### src/rtl/ss_pkg.sv
package ss_pkg;
  typedef struct packed {
    logic clear;    // reload ramp to its start
    logic advance;  // count one accepted tick
    logic outEn;    // gate driver enabled
  } ssStrobes_t;
endpackage

### src/rtl/ssControl.sv
module ssControl
  import ss_pkg::*;
(
  input  logic       tick,
  input  logic       shdnN,
  input  logic       uvFlag,
  output ssStrobes_t strb
);
  logic holdOff;

  always_comb begin
    holdOff      = !shdnN || uvFlag;
    strb.clear   = holdOff;
    strb.advance = tick && !holdOff;
    strb.outEn   = !holdOff;
  end
endmodule

### src/rtl/ssDatapath.sv
module ssDatapath
  import ss_pkg::*;
#(
  parameter int CODE_W     = 6,
  parameter int STEP_TICKS = 16
) (
  input  logic              clk,
  input  logic              rstN,
  input  ssStrobes_t        strb,
  input  logic              polNch,
  input  logic              pwmIn,
  output logic [CODE_W-1:0] thrCode,
  output logic              gateOut,
  output logic              ssDone
);
  localparam int PRE_W = (STEP_TICKS > 1) ? $clog2(STEP_TICKS) : 1;
  localparam logic [CODE_W-1:0] CODE_TOP  = {CODE_W{1'b1}};
  localparam logic [PRE_W-1:0]  PRE_LAST  = PRE_W'(STEP_TICKS - 1);

  logic [PRE_W-1:0]  preCnt;
  logic [CODE_W-1:0] codeQ;
  logic              doneQ;
  logic              stepEnd;

  assign stepEnd = (preCnt == PRE_LAST);

  always_ff @(posedge clk or negedge rstN) begin
    if (!rstN) begin
      preCnt <= '0;
      codeQ  <= CODE_TOP;
      doneQ  <= 1'b0;
    end else if (strb.clear) begin
      preCnt <= '0;
      codeQ  <= CODE_TOP;
      doneQ  <= 1'b0;
    end else if (strb.advance && !doneQ) begin
      preCnt <= stepEnd ? '0 : preCnt + 1'b1;
      if (stepEnd) begin
        if (codeQ != '0) codeQ <= codeQ - 1'b1;
        else             doneQ <= 1'b1;
      end
    end
  end

  // Active level: low for P-channel, high for N-channel; inactive when disabled.
  always_comb begin
    if (strb.outEn) gateOut = polNch ? pwmIn : !pwmIn;
    else            gateOut = !polNch;
  end

  assign thrCode = codeQ;
  assign ssDone  = doneQ;

  AST_CLEAR_RELOAD: assert property (@(posedge clk) disable iff (!rstN)
    strb.clear |=> (thrCode == CODE_TOP) && !ssDone);

  AST_NO_RISE: assert property (@(posedge clk) disable iff (!rstN)
    !strb.clear |=> thrCode <= $past(thrCode));

  AST_STEP_ONE: assert property (@(posedge clk) disable iff (!rstN)
    strb.advance |=> (thrCode == $past(thrCode)) ||
                     (thrCode == $past(thrCode) - 1'b1));

  AST_IDLE_STABLE: assert property (@(posedge clk) disable iff (!rstN)
    (!strb.advance && !strb.clear) |=> $stable(thrCode) && $stable(ssDone));

  AST_DONE_AT_ZERO: assert property (@(posedge clk) disable iff (!rstN)
    ssDone |-> thrCode == '0);
endmodule

### src/rtl/ssSequencer.sv
module ssSequencer
  import ss_pkg::*;
#(
  parameter int CODE_W     = 6,
  parameter int STEP_TICKS = 16
) (
  input  logic              clk,
  input  logic              rstN,
  input  logic              tick,
  input  logic              shdnN,
  input  logic              uvFlag,
  input  logic              polNch,
  input  logic              pwmIn,
  output logic [CODE_W-1:0] thrCode,
  output logic              gateOut,
  output logic              gateOe,
  output logic              ssDone
);
  ssStrobes_t strb;

  ssControl uCtrl (
    .tick   (tick),
    .shdnN  (shdnN),
    .uvFlag (uvFlag),
    .strb   (strb)
  );

  ssDatapath #(.CODE_W(CODE_W), .STEP_TICKS(STEP_TICKS)) uDp (
    .clk     (clk),
    .rstN    (rstN),
    .strb    (strb),
    .polNch  (polNch),
    .pwmIn   (pwmIn),
    .thrCode (thrCode),
    .gateOut (gateOut),
    .ssDone  (ssDone)
  );

  assign gateOe = strb.outEn;

  AST_PARK_LEVEL: assert property (@(posedge clk) disable iff (!rstN)
    !gateOe |-> gateOut == !polNch);

  AST_HOLD_TRISTATE: assert property (@(posedge clk) disable iff (!rstN)
    (!shdnN || uvFlag) |-> !gateOe);

  AST_HOLD_NO_DONE: assert property (@(posedge clk) disable iff (!rstN)
    (!shdnN || uvFlag) |=> !ssDone);
endmodule

### config.mk
export PLATFORM = sky130hd
export DESIGN_NAME = ssSequencer
export DESIGN_NICKNAME = d
export VERILOG_FILES = /design/src/rtl/ss_pkg.sv /design/src/rtl/ssControl.sv /design/src/rtl/ssDatapath.sv /design/src/rtl/ssSequencer.sv
export SDC_FILE = /design/constraint.sdc
export NUM_CORES = 1
export LEC_CHECK = 0
export BUFFER_PORTS_ARGS = -buffer_cell sky130_fd_sc_hd__buf_2
export CAP_MARGIN = 20
export CORE_AREA = 8 8 45 47
export CTS_CLUSTER_SIZE = 24
export DETAILED_ROUTE_END_ITERATION = 10
export DIE_AREA = 0 0 53 55
export MAX_ROUTING_LAYER = met4
export PLACE_DENSITY_LB_ADDON = 0.25
export REMOVE_ABC_BUFFERS = 1
export SYNTH_ARGS = -nofsm -noshare
export SYNTH_HDL_FRONTEND = slang
export SYNTH_SLANG_ARGS = --single-unit
### constraint.sdc
create_clock -name clk -period 3.1 [get_ports clk]
set_input_delay 0.465 -clock clk [delete_from_list [all_inputs] [get_ports clk]]
set_output_delay 0.465 -clock clk [all_outputs]
set_load 0.005 [all_outputs]
# Word level (Yosys, flattened, before mapping)
# Index checks and enable logic that the tools add are counted.
[totals] register_bits=11 output_inout_bits=9 elab_cells=34
[op_classes] add_sub_neg=2 eq_ne=2 muxes=13 n_reduce_logical=14
[ops] operator="6-bit two-way mux" n=4
[ops] operator="4-bit two-way mux" n=3
[ops] operator="1-bit two-way mux" n=6
[ops] operator="3-bit AND reduction" n=2
[ops] operator="2-bit nonzero test" n=3
[ops] operator="6-bit nonzero test" n=1
[ops] operator="6-bit by 1-bit subtractor with 6-bit output (second input constant)" n=1
[ops] operator="1-bit zero test" n=5
[ops] operator="4-bit by 1-bit adder with 4-bit output (second input constant)" n=1
[ops] operator="4-bit == test (second input constant)" n=1
[ops] operator="1-bit logical AND" n=2
[ops] operator="2-bit != test (second input constant)" n=1
[ops] operator="1-bit logical OR" n=1

# Longest topological paths before layout
# Gate-level depths: netlist (run 1).
[depth] ltp_word=7 mapped_depth=7 ltp_nobuf=6

# Hierarchy
# Synthesis (run 1) repeated with hierarchy kept, for this count alone.
[unflattened] hier_cells=70 hier_area_um2=653.1
[by_module_without_submodules] mod="ssDatapath" instances=1 cells_each=66 area_per_inst_um2=620.6 seq_area_each_um2=282.8
[by_module_without_submodules] mod="ssControl" instances=1 cells_each=4 area_per_inst_um2=32.5 seq_area_each_um2=0.0

# Least setup slack after synthesis (run 1)
# OpenSTA, ideal clock, no wires.
[synth_path] kind="flip-flop to flip-flop" from="register uDp.codeQ[0], in the netlist uDp.thrCode[0]" to="register uDp.codeQ[3], in the netlist uDp.thrCode[3]" arrival_ns=1.634 required_time_ns=3.034 path_slack_ns=1.400 stages_incl_launch_ff=8 n_path_buf=1 period_less_slack_ns=1.700 path_cell_list="dfstp_2 inv_1 ha_1 nand2b_1 o211ai_2 buf_6 or4_1 nand3_1"
[synth_between] elab_chain_len=5
[synth_lines] element="start, declared" line="ssDatapath.sv:21" source="logic [CODE_W-1:0] codeQ;"
[synth_lines] element="start signal, assigned" line="ssDatapath.sv:39" source="if (codeQ != '0) codeQ <= codeQ - 1'b1;"
[synth_lines] element="6-bit by 1-bit subtractor with 6-bit output" line="ssDatapath.sv:39"
[synth_lines] element="6-bit two-way mux" line="ssDatapath.sv:39"
[synth_lines] element="6-bit two-way mux" line="ssDatapath.sv:38" source="if (stepEnd) begin"
[synth_lines] element="6-bit two-way mux" line="ssDatapath.sv:36" source="end else if (strb.advance && !doneQ) begin"
[synth_lines] element="6-bit two-way mux" line="ssDatapath.sv:32" source="end else if (strb.clear) begin"
# Several ways; a longest one is shown, not always the timed one. The select of a mux whose other input is x is not followed.
# A chain may end at the register's enable or synchronous reset.

# Worst setup path after layout (run 1)
[layout_path] from="input port uvFlag" to="output port gateOut"
[layout_between] elab_chain_len=2
[layout_lines] element="start, declared" line="ssSequencer.sv:11" source="input logic uvFlag,"
[layout_lines] element="1-bit logical OR" line="ssControl.sv:12" source="holdOff = !shdnN || uvFlag;"
[layout_lines] element="1-bit two-way mux" line="ssDatapath.sv:47" source="if (strb.outEn) gateOut = polNch ? pwmIn : !pwmIn;"
[layout_lines] element="end, declared" line="ssSequencer.sv:15" source="output logic gateOut,"
# No other way between the ends.

==> flow_metrics.py, run 1 <==
metrics = {
    "synthesis": {
        "mappedNetlistArea_sq_um": 618.1,
        "synthCells": 64,
        "synth_cell_types": 26,
        "ys_seq_area_frac": 0.4575,
        "synth_top_area_cell": "dfstp_2",
        "syn_area_per_cell_sq_um": 9.658,
        "synth_edf_count": 0,
        "yosys_warnings": 0,
        "synthTopCellsByArea": "dfstp_2 26%, dfrtp_1 20%, ha_1 6.1%, nand2_1 5.5%, o31ai_1 3.6%",
        "synth.top_cell.area_share": 0.2551,
        "ys_ff_latch": 11,
        "synth_flop_cell": "dfstp_2",
        "postSynth.asyncResetShare": 1.000,
    },
    "sta": {
        "slew_headroom": 0.7080,
        "clock-skew-final_ns": 0.005922,
        "rsz0062_at_grt": "false",
        "setup_viol": 0,
        "fin_ws_ns": 1.220,
        "worst_slew_pin_slew_ns": 0.4367,
        "setup_tns_ns": 0,
        "hold_slack_ns": 0.04038,
        "layout_worst_path_cycle_share": 0.6064,
        "drv_slew": 0,
        "period_minus_slack_ns": 1.880,
        "hold_viol": 0,
        "fmax_mhz": 532.0,
    },
    "global_route": {
        "overflow": 0,
        "first_global_vias": 529,
        "track_usage": 0.1017,
        "antenna_found_initial": 0,
        "grt_max_degree": 12,
        "grt_pass1_wl_microns": 2118,
    },
    "power_and_ir_drop": {
        "power_density_nw_per_um2": 361.2,
        "switching_share": 0.2443,
        "intPower_mw": 0.1991,
        "seqPwrFrac": 0.552,
        "p_leak_nw": 0.3216,
        "p_sw_mw": 0.06438,
        "peakVddDrop_mv": 0.2215,
        "p_comb_frac": 0.063,
        "power.share.clock": 0.385,
    },
    "cts": {
        "worstSkewPairLatency_ns": 0.28,
        "h-tree-depth": 1,
        "tritoncts": "yes",
        "root_buffer": "clkbuf_4",
        "hold_buffers": 0,
        "clock-sinks": 11,
        "clockBufferDepth": 2,
        "ctsResizeCount": 0,
        "clk_pin_slew_ns": 0.08,
        "cts-buffers-inserted": 3,
        "cts_setup_buffers": 0,
    },
    "drt": {
        "dr_wl_met3_microns": 59,
        "antenna_left": 0,
        "first_pass_iters": 4,
        "routed.top_layer": "met4",
        "drtIter0Drc": 8,
        "wl_microns": 1257,
        "routed_via_density": 5.276,
        "wl_met2_microns": 619,
        "routed-via-count": 517,
        "drc_errors": 0,
        "wl_per_cell_microns": 12.83,
        "drt-met1-wl_microns": 550,
    },
    "critical_path": {
        "required_ns": 2.63,
        "critPathLaunch": "uvFlag",
        "crit_type": "primary input to primary output",
        "crit_buf_inv": 3,
        "cp.arrival_ns": 1.41,
        "cp_cell_sequence": "buf_2 -> nand2b_1 -> clkinv_1 -> nand2_1 -> xor2_1 -> buf_2",
        "timing.rr.start": "uDp.thrCode[0]",
        "end_kind": "primary output",
        "cpPeakStageDelay_ns": 0.26,
        "crit_family": "buffers and inverters",
        "crit_slowest_cell": "clkinv_1",
        "worstSetupStartpointType": "primary input",
        "cp_max_fo": 8,
        "critPathMostFrequentCell": "buf_2",
    },
    "placed_design": {
        "io_buffer_count": 15,
        "placed_area_sq_um": 701.9,
        "dp_slack_ns": 1.213,
        "dpl.hpwl_microns": 953.8,
        "place.gp.congestion": 0.7919,
    },
    "finish": {
        "fin_nets": 93,
        "n_antenna_cell": 0,
        "register_area_sq_um": 282.8,
        "postLayoutCellArea_sq_um": 729.5,
        "area_growth_pct": 18.02,
        "drive_above_1_share": 0.3780,
        "multi_input_area_sq_um": 309.0,
        "nFillCells": 139,
    },
    "flow_run": {
        "maxCapViolCount": 0,
    },
    "floorplan": {
        "die_x_microns": 53,
        "die_h_microns": 55,
        "core-area_sq_um": 1384,
        "io_pins": 16,
        "start_util": 0.4467,
        "die_area_sq_um": 2915,
        "row_count": 14,
    },
    "outcome": {
        "status": "finished clean",
    },
    "min_path": {
        "min_path_type": "primary input to async pin",
    },
}
==> sequential cells by signal, indices dropped and copies added (netlist names) <==
register	cells
uDp.ssDone	1
uDp.thrCode	6
uDp.preCnt	4
==> cells in the final DEF, fill, tap and decap left out, drive strengths merged, types with 4 or more instances in the layout <==
master,instances
a21oi,4
buf,15
dfrtp,5
dfstp,6
nand2,9
nand3,4
nor2,4
==> power groups by stage <==
| stage | Clock [mW] | Combinational (mW) | Sequential [mW] |
|---|---|---|---|
| after floorplan | 0 | 0.00726 | 0.148 |
| after global placement | 0 | 0.0167 | 0.148 |
| after detailed placement | 0 | 0.0170 | 0.148 |
| after CTS | 0.101 | 0.0170 | 0.146 |
| after global routing | 0.109 | 0.0190 | 0.146 |
| final | 0.101 | 0.0165 | 0.146 |
==> worst register-to-register path: cells and delay by family, from the launching register on <==
family | cells | cell delay (ns)
compound gates | 1 | 0.20
flops | 1 | 0.53
fa+ha+maj | 1 | 0.21
simple gates | 3 | 0.72
buf+inv | 1 | 0.08
==> per-stage QoR <==
step / power (mW) / instances / util
after floorplan: 0.1551 / 63 / -
after global placement: 0.1647 / 94 / 0.5072
after detailed placement: 0.1650 / 94 / 0.5072
after CTS: 0.2640 / 98 / 0.5271
after global routing: 0.2738 / 98 / 0.5271
final: 0.2635 / 98 / 0.5271
==> synth_stat cells, drive strengths merged, types with 2 or more instances <==
master and count:
or4 3, o31ai 3, inv 3, dfstp 6
dfrtp 5, xor2 2, or3 3, nand3 4
o211ai 2, nand2b 3, nand2 9, a21oi 4
nor2 4, ha 3, o21ai 2
==> path summary, 6_finish.rpt <==
| check | cells past startpoint | slack (ns) | endpoint |
|---|---|---|---|
| max | 6 | 1.22 | gateOut |
| min | 1 | 0.04 | uDp.preCnt[3] |
| max reg2reg | 6 | 1.31 | uDp.thrCode[5] |
| min reg2reg | 2 | 0.52 | uDp.thrCode[1] |
| max in group asynchronous | 1 | 2.79 | uDp.thrCode[0] |
| min in group clk | 3 | 0.49 | uDp.ssDone |
==> cell type report <==
class / count / area share
Multi-Input combinational cell: 48 / 0.4237
Inverter: 4 / 0.02058
Clock inverter: 1 / 0.006861
Tap cell: 16 / 0.02744
Timing Repair Buffer: 15 / 0.1029
Sequential cell: 11 / 0.3876
Clock buffer: 3 / 0.03087
==> routing by layer <==
metal,vias to the layer above,track usage
li1,263,-
met1,243,0.09969
met2,7,0.1719
met3,4,0.03209
met4,0,0.06466
met5,-,-
==> cells by family after synthesis <==
kind of cell / share of synthesized area
compound gates: 0.1275
xor+xnor: 0.04252
fa+ha+maj: 0.06074
buf+inv: 0.04250
flops: 0.4575
simple gates: 0.2692
Note: power is estimated with default switching activity, not from simulation.
==> inputs of run 2 (changes only) <==
Settings changed: CORE_AREA 8 8 45 47 to unset, CORE_MARGIN set to 8, CORE_UTILIZATION set to 44, DIE_AREA 0 0 53 55 to unset.
Clock period 3.1 ns to 1.5 ns, I/O delays scaled along.
==> flow_metrics.py, run 2 (synthesis results as in run 1) <==
metrics = {
    "critical_path": {
        "cpPeakStageDelay_ns": 0.54,
        "cp_max_fo": 8,
        "worstSetupStartpointType": "flip-flop",
        "cp.arrival_ns": 1.76,
        "cp_cell_sequence": "inv_2 -> ha_4 -> nand2b_4 -> o211ai_4 -> or4_1 -> nand3_1",
        "reg2regPathDepth": 6,
        "end_kind": "flip-flop",
        "required_ns": 1.71,
        "crit_slowest_cell": "dfstp_2",
        "crit_type": "flip-flop to flip-flop",
    },
    "cts": {
        "root_buffer": "clkbuf_4",
        "worstSkewPairLatency_ns": 0.27,
        "clockBufferDepth": 2,
        "clk_pin_slew_ns": 0.07,
        "clock-sinks": 11,
        "tritoncts": "yes",
        "h-tree-depth": 1,
        "cts-buffers-inserted": 3,
    },
    "global_route": {
        "first_global_vias": 566,
        "overflow": 0,
        "grt_max_degree": 12,
        "antenna_found_initial": 0,
        "track_usage": 0.1188,
        "grt_pass1_wl_microns": 2428,
    },
    "finish": {
        "multi_input_area_sq_um": 347.8,
        "register_area_sq_um": 282.8,
        "drive_above_1_share": 0.5253,
        "fin_nets": 110,
        "area_growth_pct": 44.94,
        "nFillCells": 104,
        "n_antenna_cell": 0,
        "layout_commonest_cell": "buf_4",
        "largest_reg_flops": 6,
        "regMostFlops": "uDp.thrCode",
        "layout_common_cells": "16 x buf_4, 15 x buf_2, 9 x nand2_1",
        "fin_cells": 114,
        "utilization": 0.6885,
    },
    "floorplan": {
        "die_area_sq_um": 2860,
        "start_util": 0.4750,
        "die_x_microns": 53.48,
        "core-area_sq_um": 1301,
        "die_h_microns": 53.48,
        "row_count": 13,
        "io_pins": 16,
    },
    "flow_run": {
        "maxCapViolCount": 0,
    },
    "outcome": {
        "status": "complete, but fails checks",
        "violations": "negative setup slack",
    },
    "drt": {
        "drtIter0Drc": 8,
        "routed-via-count": 580,
        "wl_microns": 1406,
        "antenna_left": 0,
        "first_pass_iters": 4,
        "wl_per_cell_microns": 12.33,
        "drc_errors": 0,
        "routed_via_density": 5.088,
    },
    "power_and_ir_drop": {
        "p_leak_nw": 0.3974,
        "power_density_nw_per_um2": 607.4,
        "peakVddDrop_mv": 0.3748,
        "p_total_mw": 0.5442,
    },
    "sta": {
        "fin_ws_ns": -0.05058,
        "period_minus_slack_ns": 1.551,
        "clock-skew-final_ns": 0.001910,
        "setup_tns_ns": -0.08868,
        "rsz0062_at_grt": "true",
        "layout_worst_path_cycle_share": 1.034,
        "setup_viol": 3,
        "worst_slew_pin_slew_ns": 0.2459,
        "fmax_mhz": 644.9,
        "drv_slew": 0,
        "slew_headroom": 0.8353,
        "hold_viol": 0,
    },
    "placed_design": {
        "io_buffer_count": 15,
        "dp.cells": 106,
        "dp_slack_ns": -0.1625,
        "place.gp.congestion": 0.7787,
        "dpl.hpwl_microns": 1074,
    },
    "min_path": {
        "min_path_type": "primary input to flip-flop",
        "hold_depth": 3,
    },
}
[run 2: changes by cell type in the layout (fill, tap and decap cells not counted), sizes merged]
cell | before | now
buf | 15 | 31
clkbuf | 3 | 4
clkinv | 2 | 1
dlygate4sd3 | 0 | 1
[run 2: area by class of cell]
class,count,area share
multi-input combinational,48,0.3883
inverter,4,0.01676
timing repair buffer,32,0.2291
sequential,11,0.3156
clock buffer,4,0.02933
tap,15,0.02095
[run 2: final timing paths]
check,slack [ns],from,to
setup / recovery,-0.05,uDp.thrCode[1],uDp.thrCode[5]
hold / removal,0.25,tick,uDp.ssDone
setup reg to reg,-0.05,uDp.thrCode[1],uDp.thrCode[5]
hold reg to reg,0.53,uDp.thrCode[5],uDp.thrCode[5]
max in group asynchronous,0.88,rstN,uDp.thrCode[3]
min in group asynchronous,0.36,rstN,uDp.preCnt[0]
[run 2: repair_timing]
item | CTS | global route
pin swaps | 5 | 5
hold buffers | 1 | 0
gates resized for setup | 7 | 1
endpoints found under the hold margin | 5 | 0
setup endpoints to repair | 5 | 6
buffers inserted | 2 | 1
[run 2: layer usage]
layer / track usage / up-vias / routed length, microns
met5: - / - / 0
met4: 0.05042 / 0 / 6
met3: 0.04202 / 2 / 71
met2: 0.1855 / 14 / 666
met1: 0.1343 / 266 / 662
li1: - / 298 / -
[run 2: report_power, final]
group / leakage [nW] / internal, mW / switching, mW
registers: 0.132 / 0.299 / 0.000799
logic: 0.250 / 0.0191 / 0.0234
clock network: 0.0150 / 0.103 / 0.0990
total: 0.397 / 0.421 / 0.123
[run 2: critical path: cells and delay by family, from the launching register on]
| family | cells | cell delay (ns) |
|---|---|---|
| fa+ha+maj | 1 | 0.16 |
| compound gates | 1 | 0.11 |
| simple gates | 3 | 0.65 |
| flops | 1 | 0.54 |
| buf+inv | 1 | 0.05 |
[run 2: through the flow]
stage / hold WS, ns / area [sq um]
floorplan: -0.07059 / 606.8
global placement: 0.1022 / 798.3
detailed placement: 0.1080 / 798.3
CTS: 0.2323 / 883.3
global route: 0.2724 / 895.9
finish: 0.2481 / 895.9
